`config.mk`:
```
export PLATFORM = sky130hd
export DESIGN_NAME = serial_load_if
export DESIGN_NICKNAME = d
export VERILOG_FILES = /design/src/rtl/sld_pkg.sv /design/src/rtl/sld_edge.sv /design/src/rtl/sld_shreg.sv /design/src/rtl/sld_status.sv /design/src/rtl/serial_load_if.sv
export SDC_FILE = /design/constraint.sdc
export NUM_CORES = 1
export LEC_CHECK = 0
export ABC_AREA = 1
export BUFFER_PORTS_ARGS = -buffer_cell sky130_fd_sc_hd__buf_4
export CAP_MARGIN = 20
export CELL_PAD_IN_SITES_DETAIL_PLACEMENT = 2
export CELL_PAD_IN_SITES_GLOBAL_PLACEMENT = 2
export CORE_ASPECT_RATIO = 0.75
export CORE_MARGIN = 5
export CORE_UTILIZATION = 33
export CTS_BUF_LIST = sky130_fd_sc_hd__clkbuf_8
export DETAILED_ROUTE_END_ITERATION = 10
export PLACE_DENSITY_LB_ADDON = 0.05
export RECOVER_POWER = 50
export SLEW_MARGIN = 25
export SYNTH_ARGS = -nofsm -noshare
export SYNTH_HDL_FRONTEND = slang
export SYNTH_SLANG_ARGS = --single-unit
```
`constraint.sdc`:
```
create_clock -name clk -period 2.8 [get_ports clk]
set_input_delay 0.14 -clock clk [delete_from_list [all_inputs] [get_ports clk]]
set_output_delay 0.14 -clock clk [all_outputs]
set_load 0.03 [all_outputs]
```
`src/rtl/sld_pkg.sv`:
```
package sld_pkg;

    // Action applied to the serial chain in a given cycle
    typedef enum logic [1:0] {
        ACT_NONE   = 2'd0,
        ACT_SHIFT  = 2'd1,
        ACT_RELOAD = 2'd2
    } sld_act_e;

    // Reserved bits between the thermal flag and the trim copy in status
    localparam int STAT_GAP = 7;

endpackage

```
`src/rtl/sld_edge.sv`:
```
module sld_edge #(
    parameter int N = 2
) (
    input  logic         clk,
    input  logic         rst_n,
    input  logic [N-1:0] lvl,
    output logic [N-1:0] rise
);

    typedef struct packed {
        logic [N-1:0] prev;
    } edge_s;

    edge_s state_d, state_q;

    always_comb begin
        state_d      = state_q;
        state_d.prev = lvl;
    end

    genvar g;
    generate
        for (g = 0; g < N; g++) begin : g_rise
            assign rise[g] = lvl[g] & ~state_q.prev[g];
        end
    endgenerate

    always_ff @(posedge clk) begin
        if (!rst_n) begin
            state_q <= '0;
        end else begin
            state_q <= state_d;
        end
    end

endmodule

```
`src/rtl/sld_shreg.sv`:
```
module sld_shreg
    import sld_pkg::*;
#(
    parameter int LONG_W  = 192,
    parameter int SHORT_W = 96
) (
    input  logic              clk,
    input  logic              rst_n,
    input  sld_act_e          act,
    input  logic              short_mode,
    input  logic              sin,
    input  logic [LONG_W-1:0] load_val,
    output logic              sout,
    output logic [LONG_W-1:0] chain
);

    typedef struct packed {
        logic [LONG_W-1:0] sr;
    } shreg_s;

    shreg_s state_d, state_q;

    always_comb begin
        state_d = state_q;
        unique case (act)
            ACT_SHIFT: begin
                if (short_mode) begin
                    state_d.sr[SHORT_W-1:0] = {state_q.sr[SHORT_W-2:0], sin};
                end else begin
                    state_d.sr = {state_q.sr[LONG_W-2:0], sin};
                end
            end
            ACT_RELOAD: state_d.sr = load_val;
            default:    state_d = state_q;
        endcase
    end

    assign sout  = short_mode ? state_q.sr[SHORT_W-1] : state_q.sr[LONG_W-1];
    assign chain = state_q.sr;

    always_ff @(posedge clk) begin
        if (!rst_n) begin
            state_q <= '0;
        end else begin
            state_q <= state_d;
        end
    end

endmodule

```
`src/rtl/sld_status.sv`:
```
module sld_status
    import sld_pkg::*;
#(
    parameter int CH     = 16,
    parameter int STAT_W = 192,
    parameter int TRIM_W = 96
) (
    input  logic [CH-1:0]     lod,
    input  logic              therm,
    input  logic [TRIM_W-1:0] trim,
    output logic [STAT_W-1:0] word
);

    localparam int LOD_POS   = STAT_W - CH;
    localparam int THERM_POS = LOD_POS - 1;
    localparam int TRIM_POS  = THERM_POS - STAT_GAP - TRIM_W;

    logic [CH-1:0] lod_field;

    genvar g;
    generate
        for (g = 0; g < CH; g++) begin : g_lod
            assign lod_field[g] = lod[g];
        end
    endgenerate

    always_comb begin
        word                        = '0;
        word[LOD_POS +: CH]         = lod_field;
        word[THERM_POS]             = therm;
        word[TRIM_POS +: TRIM_W]    = trim;
    end

endmodule

```
`src/rtl/serial_load_if.sv`:
```
module serial_load_if
    import sld_pkg::*;
#(
    parameter int CH      = 16,
    parameter int GS_BITS = 12,
    parameter int DC_BITS = 6,
    localparam int GS_W   = CH * GS_BITS,
    localparam int DC_W   = CH * DC_BITS
) (
    input  logic            clk,
    input  logic            rst_n,
    input  logic            sclk,
    input  logic            sin,
    input  logic            xlat,
    input  logic            mode,
    input  logic [CH-1:0]   lod_flags,
    input  logic            therm_flag,
    output logic            sout,
    output logic [GS_W-1:0] gs_word,
    output logic [DC_W-1:0] dc_word
);

    typedef struct packed {
        logic [GS_W-1:0] gs;
        logic [DC_W-1:0] dc;
        logic            armed;
        logic            pend;
    } ctrl_s;

    ctrl_s           state_d, state_q;
    logic [1:0]      rise;
    logic            sclk_rise, xlat_rise;
    sld_act_e        act;
    logic [GS_W-1:0] chain;
    logic [GS_W-1:0] status_word;
    logic            armed_q, pend_q;

    sld_edge #(.N(2)) u_edge (
        .clk  (clk),
        .rst_n(rst_n),
        .lvl  ({xlat, sclk}),
        .rise (rise)
    );

    assign sclk_rise = rise[0];
    assign xlat_rise = rise[1];

    sld_status #(.CH(CH), .STAT_W(GS_W), .TRIM_W(DC_W)) u_status (
        .lod  (lod_flags),
        .therm(therm_flag),
        .trim (state_q.dc),
        .word (status_word)
    );

    sld_shreg #(.LONG_W(GS_W), .SHORT_W(DC_W)) u_shreg (
        .clk       (clk),
        .rst_n     (rst_n),
        .act       (act),
        .short_mode(mode),
        .sin       (sin),
        .load_val  (status_word),
        .sout      (sout),
        .chain     (chain)
    );

    always_comb begin
        state_d = state_q;
        act     = ACT_NONE;
        if (xlat_rise) begin
            if (mode) begin
                state_d.dc    = chain[DC_W-1:0];
                state_d.armed = 1'b1;
                state_d.pend  = 1'b0;
            end else if (state_q.armed) begin
                state_d.pend = 1'b1;
            end else begin
                state_d.gs = chain;
                act        = ACT_RELOAD;
            end
        end else if (sclk_rise) begin
            if (state_q.pend) begin
                state_d.gs    = chain;
                state_d.pend  = 1'b0;
                state_d.armed = 1'b0;
                act           = ACT_RELOAD;
            end else begin
                act = ACT_SHIFT;
            end
        end
    end

    always_ff @(posedge clk) begin
        if (!rst_n) begin
            state_q       <= '0;
            state_q.armed <= 1'b1;
        end else begin
            state_q <= state_d;
        end
    end

    assign gs_word = state_q.gs;
    assign dc_word = state_q.dc;
    assign armed_q = state_q.armed;
    assign pend_q  = state_q.pend;

endmodule

```
-- Yosys cells after proc, flatten, opt, wreduce, memory -nomap -nowiden
Cells that the tools add are included.
- equality and inequality tests: 7
- mux-type cells: 19
- bitwise logic cells: 4
- reductions and logical operators: 8
- operator list (cell ; count):
    two-way mux 192 bit ; 5
    one-hot mux 192 bit (2 select lines) ; 1
    two-way mux 96 bit ; 1
    two-way mux 2 bit ; 8
    != test 2 bit, second input constant ; 4
    AND reduction 2 bit ; 3
    nonzero test 2 bit ; 3
    two-way mux 1 bit ; 4
    AND reduction 4 bit ; 1
    != test 3 bit, second input constant ; 1
    AND reduction 3 bit ; 1
    AND 1 bit ; 2
    equality test 2 x 1 -> 1 bit, second input constant ; 1
    equality test 2 bit, second input constant ; 1
    NOT 1 bit ; 2
- register bits after elaboration: 484
- input bits: 23
- output and inout bits: 289

-- Longest topological paths before layout
- word-level depth: 7
- gate-level depth with buffers: 17

-- By module
A second synthesis with hierarchy kept.
- cells, all modules: 3654
- area, all modules: 23481.3 um^2
- modules (own cells, without submodules) (module ; times used ; cells each ; area each (um^2) ; sequential area each (um^2)):
    serial_load_if ; 1 ; 1689 ; 11810.1 ; 5805.6
    sld_shreg ; 1 ; 1762 ; 10151.0 ; 3843.7
    sld_status ; 1 ; 193 ; 1445.1 ; 0.0
    sld_edge ; 1 ; 10 ; 75.1 ; 40.0

-- Least setup slack after synthesis
Ideal clock, no wire load.
- path type: reg-to-reg
- start: register u_edge.state_q[1] in the netlist's numbering
- end: register u_shreg.state_q (netlist bit u_shreg.chain[135])
- setup time: 0.116 ns
- arrival: 2.031 ns
- data required time: 2.684 ns
- setup slack: 0.654 ns
- stages on the path, launching flop included: 17
- clock period less this slack: 2.146 ns
- cells stage by stage: dfxtp_1 inv_1 nand2_4 nand2_4 buf_4 buf_2 nand2_1 inv_1 ha_1 buf_6 buf_6 nand2_2 nand2_4 buf_6 buf_6 o21ai_0 nor2_1
- word-level cells in the longest chain between the ends: 6
- RTL lines (item ; line ; text):
    start, declared ; sld_edge.sv:14 ; edge_s state_d, state_q;
    start signal, assigned ; sld_edge.sv:32 ; state_q <= state_d;
    NOT 1 bit (*) ; sld_edge.sv:24 ; assign rise[g] = lvl[g] & ~state_q.prev[g];
    AND 1 bit (*) ; sld_edge.sv:24 ;
    two-way mux 2 bit (*) ; serial_load_if.sv:69 ; if (xlat_rise) begin
    equality test 2 x 1 -> 1 bit or equality test 2 bit (tied branches) ; sld_shreg.sv:25 ; unique case (act)
    != test 2 bit (no source line) or nonzero test 2 bit (tied branches) ; - ;
    AND reduction 2 bit (no source line) ; - ;
    end signal, assigned ; sld_shreg.sv:45 ; state_q <= state_d;
    end, declared ; sld_shreg.sv:21 ; shreg_s state_d, state_q;
Mark *: on every way between the ends. The rest lies on a longest branch, timed or not.
A chain may end at the register's enable or synchronous reset.

-- Worst setup path in the final report
- start: register state_q (netlist bit armed_q)
- end: register u_shreg.state_q (netlist bit u_shreg.chain[92])
- word-level cells in the longest chain between the ends: 5
- RTL lines (item ; line ; text):
    start, declared ; serial_load_if.sv:30 ; ctrl_s state_d, state_q;
    start signal, assigned ; serial_load_if.sv:97 ; state_q <= state_d;
    two-way mux 2 bit (*) ; serial_load_if.sv:74 ; end else if (state_q.armed) begin
    two-way mux 2 bit (*) ; serial_load_if.sv:70 ; if (mode) begin
    two-way mux 2 bit (*) ; serial_load_if.sv:69 ;
    equality test 2 bit or equality test 2 x 1 -> 1 bit (tied branches) ; sld_shreg.sv:25 ;
    one-hot mux 192 bit (2 select lines) or nonzero test 2 bit (tied branches) ; - ;
Marked as above.

==> results.py <==
metrics = {
    "route": {
        "post_drt_wl_per_cell_microns": 18.9,
        "drc_errors": 0,
        "drtIter0Drc": 896,
        "drtPass1Iterations": 4,
        "routed_wl_microns": 73400,
        "drtAntennaViolNets": 0,
        "avgViaCountPerCell": 4.97,
        "vias": 19300,
    },
    "finish": {
        "regArea_sq_um": 9690,
        "drive_gt1_share_pct": 5.84,
        "n_antenna_cell": 0,
        "multi_input_area_sq_um": 8100,
        "nets": 3047,
        "areaGrowthSynthToFinish_pct": 16.9,
        "nFillCells": 7242,
    },
    "logic_synthesis": {
        "synth.area.mux_share_pct": 0,
        "synth_nets": 2824,
        "synth-compound-area-share_pct": 15.8,
        "synth_top_family_by_area": "simple AND/OR/NAND/NOR gates",
        "yosysUniqueCellTypes": 22,
        "synth_warnings": 0,
        "yosysTopAreaCell": "dfxtp_1",
        "ys_seq_elements": 484,
        "synthCells": 2799,
        "yosys.area_share.simple_pct": 24.8,
        "synth_area_leaders": "dfxtp_1, nor2_1, nand2_1",
        "netlist_area_sq_um": 19800,
        "syn_area_per_cell_sq_um": 7.08,
        "netlist.area_leader.share_pct": 48.9,
        "yosysSeqAreaShare_pct": 48.9,
        "synthAdderAreaFrac_pct": 0.126,
        "synth_xor_xnor_area_share_pct": 0,
    },
    "floorplan": {
        "core_sq_um": 59300,
        "initial_core_util_pct": 33.5,
        "die_y_microns": 222,
        "fp.dieW_microns": 293,
        "dieArea_sq_um": 65100,
        "num_rows": 77,
        "ios": 312,
    },
    "run": {
        "cap_viol_max_count": 0,
    },
    "place": {
        "hpwl_microns": 46500,
        "numPortBuffers": 311,
        "gp_congestion": 0.754,
    },
    "power": {
        "p_per_area_nw_per_um2": 753,
        "peakVddDrop_mv": 0.350,
        "leakage_nw": 9.57,
    },
    "clock_network": {
        "cts_resized": 0,
        "clkSlewWorstSetupHoldPaths_ns": 0.06,
        "root_buffer": "clkbuf_8",
        "cts_buffer_depth": 3,
        "cts_max_level": 3,
        "cts_made_buffers": 84,
        "clk_latency_ns": 0.66,
        "cts_tree": "yes",
        "cts.sink_count": 484,
    },
    "global_route": {
        "overflow": 0,
        "antenna_found_initial": 0,
        "track_usage_pct": 21.8,
        "grt_util_met3_pct": 3.68,
        "met1_usage_pct": 28.2,
        "grt_max_degree": 226,
        "gr-usage-met2_pct": 38.0,
        "grt_pass1_wl_microns": 117000,
        "top_usage_layer": "met2",
        "grt_pass1_vias": 20700,
    },
    "sta": {
        "finalHoldViolCount": 0,
        "whs_ns": 0.211,
        "tightest_slew_ns": 1.21,
        "rsz0062_at_grt": "no",
        "skew_ns": 0.0172,
        "fin_tns_setup_ns": 0,
        "min_period_ns": 2.35,
        "slew_violations": 0,
        "fin_crit_sh_pct": 83.9,
        "relSlewSlack_pct": 19.5,
        "finalSetupViolCount": 0,
        "fmax_mhz": 426,
    },
    "worst_setup_path": {
        "path_cells": "inv_1 -> nand2_1 -> nand2_8 -> nand2_1 -> inv_1 -> ha_4 -> buf_4 -> o21ai_0 -> o21ai_0 -> inv_1",
        "crit_top_cell": "inv_1",
        "end_kind": "flop",
        "max_stage_delay_ns": 0.56,
        "startpoint_type": "flop",
        "cp.arrival_ns": 2.90,
        "crit_type": "flop to flop",
        "worstPathRequired_ns": 3.35,
        "slowest_stage": "buf_4",
        "rrSetupSlack_ns": 0.45,
        "crit_fanout": 72,
    },
    "min_path": {
        "hold_path.class": "primary input to flop",
    },
    "status": {
        "status": "finished clean",
    },
}
-- Yosys cell counts --
library cell / n
nor2_1: 569
dfxtp_1: 484
nand2_1: 460
o21ai_0: 293
a21oi_1: 289
inv_1: 225
nand3_1: 195
buf_2: 120
clkbuf_1: 63
o21ai_1: 45
buf_4: 21
buf_6: 15
inv_2: 4
buf_1: 3
nand2_4: 3
ha_1: 2
inv_4: 2
nand2_2: 2
clkbuf_2: 1
nor2_2: 1
nor2_4: 1
nor2_8: 1
-- cells in the final DEF (no fill, tap or decap), types with 2 or more instances in the layout --
| cell type | netlist | layout |
|---|---|---|
| o21ai_0 | 293 | 299 |
| inv_2 | 4 | 4 |
| dlygate4sd3_1 | 0 | 21 |
| clkinv_2 | 0 | 5 |
| inv_4 | 2 | 2 |
| clkbuf_1 | 63 | 289 |
| inv_1 | 225 | 256 |
| buf_4 | 21 | 35 |
| clkbuf_8 | 0 | 110 |
| a21oi_1 | 289 | 289 |
| dfxtp_1 | 484 | 484 |
| o21ai_1 | 45 | 39 |
| nand2_1 | 460 | 461 |
| nand3_1 | 195 | 195 |
| buf_12 | 0 | 11 |
| nor2_1 | 569 | 570 |
| nand2_8 | 0 | 2 |
-- routing by layer --
layer	share of wire [%]	wire, microns	vias to the layer above
met5	0	0	-
met4	2.0	1480	0
met3	3.4	2530	103
met2	49	35900	258
met1	46	33500	9564
li1	-	-	9334
-- worst max-delay path: cells and delay by family (launching register included) --
kind	cells	cell delay, ns
compound gates	2	0.47
flops	1	0.31
buf+inv	4	0.80
fa+ha+maj	1	0.20
simple gates	3	0.42
-- where the power goes --
part	total, mW	switching, mW	internal, mW
clock network	6.59	3.01	3.58
logic	3.08	2.30	0.782
registers	7.77	0.366	7.41
total	17.4	5.67	11.8
-- state kept, by name, summed over array words and instances (netlist names) --
| name | cells |
|---|---|
| dc_word | 96 |
| pend_q | 1 |
| gs_word | 192 |
| u_edge.state_q | 2 |
| armed_q | 1 |
| u_shreg.chain | 192 |
-- worst paths after layout --
path,start,end,cells past startpoint
max,armed_q,u_shreg.chain[92],10
min,mode,gs_word[159],6
max reg2reg,armed_q,u_shreg.chain[92],10
min reg2reg,gs_word[91],gs_word[91],2
-- layout make-up --
class                           instances  share of cell area, %
Inverter                              231                   3.76
Sequential cell                       484                   41.8
Clock inverter                         38                  0.772
Multi-Input combinational cell       1861                   34.9
Timing Repair Buffer                  360                   7.90
Tap cell                              790                   4.27
Clock buffer                          110                   6.53
-- metrics by stage --
step                      instances  worst slack, ns  utilization (%)  instance area (sq um)  total power [mW]
after global routing           3874            0.192             39.1                  23200              18.4
final                          3874            0.450             39.1                  23200              17.4
after floorplan                2799            0.654                -                  19800              10.0
after detailed placement       3704            0.360             37.8                  22400              11.3
after CTS                      3873            0.421             41.0                  24300              18.0
after global placement         3704            0.581             37.8                  22400              11.1
-- repair_timing --
item                                    in CTS  in global routing
hold buffers                                21                  0
endpoints found under the setup margin       0                  0
endpoints found under the hold margin       81                  0
buffers inserted                             0                  0
-- cells by family after synthesis --
family	count (synthesis)
flip-flops	484
AND/OR/NAND/NOR	1232
AO/OA/AOI/OAI	627
adder cells (fa/ha/maj)	2
buffers and inverters	454
Power figures use the tool's default switching activity.
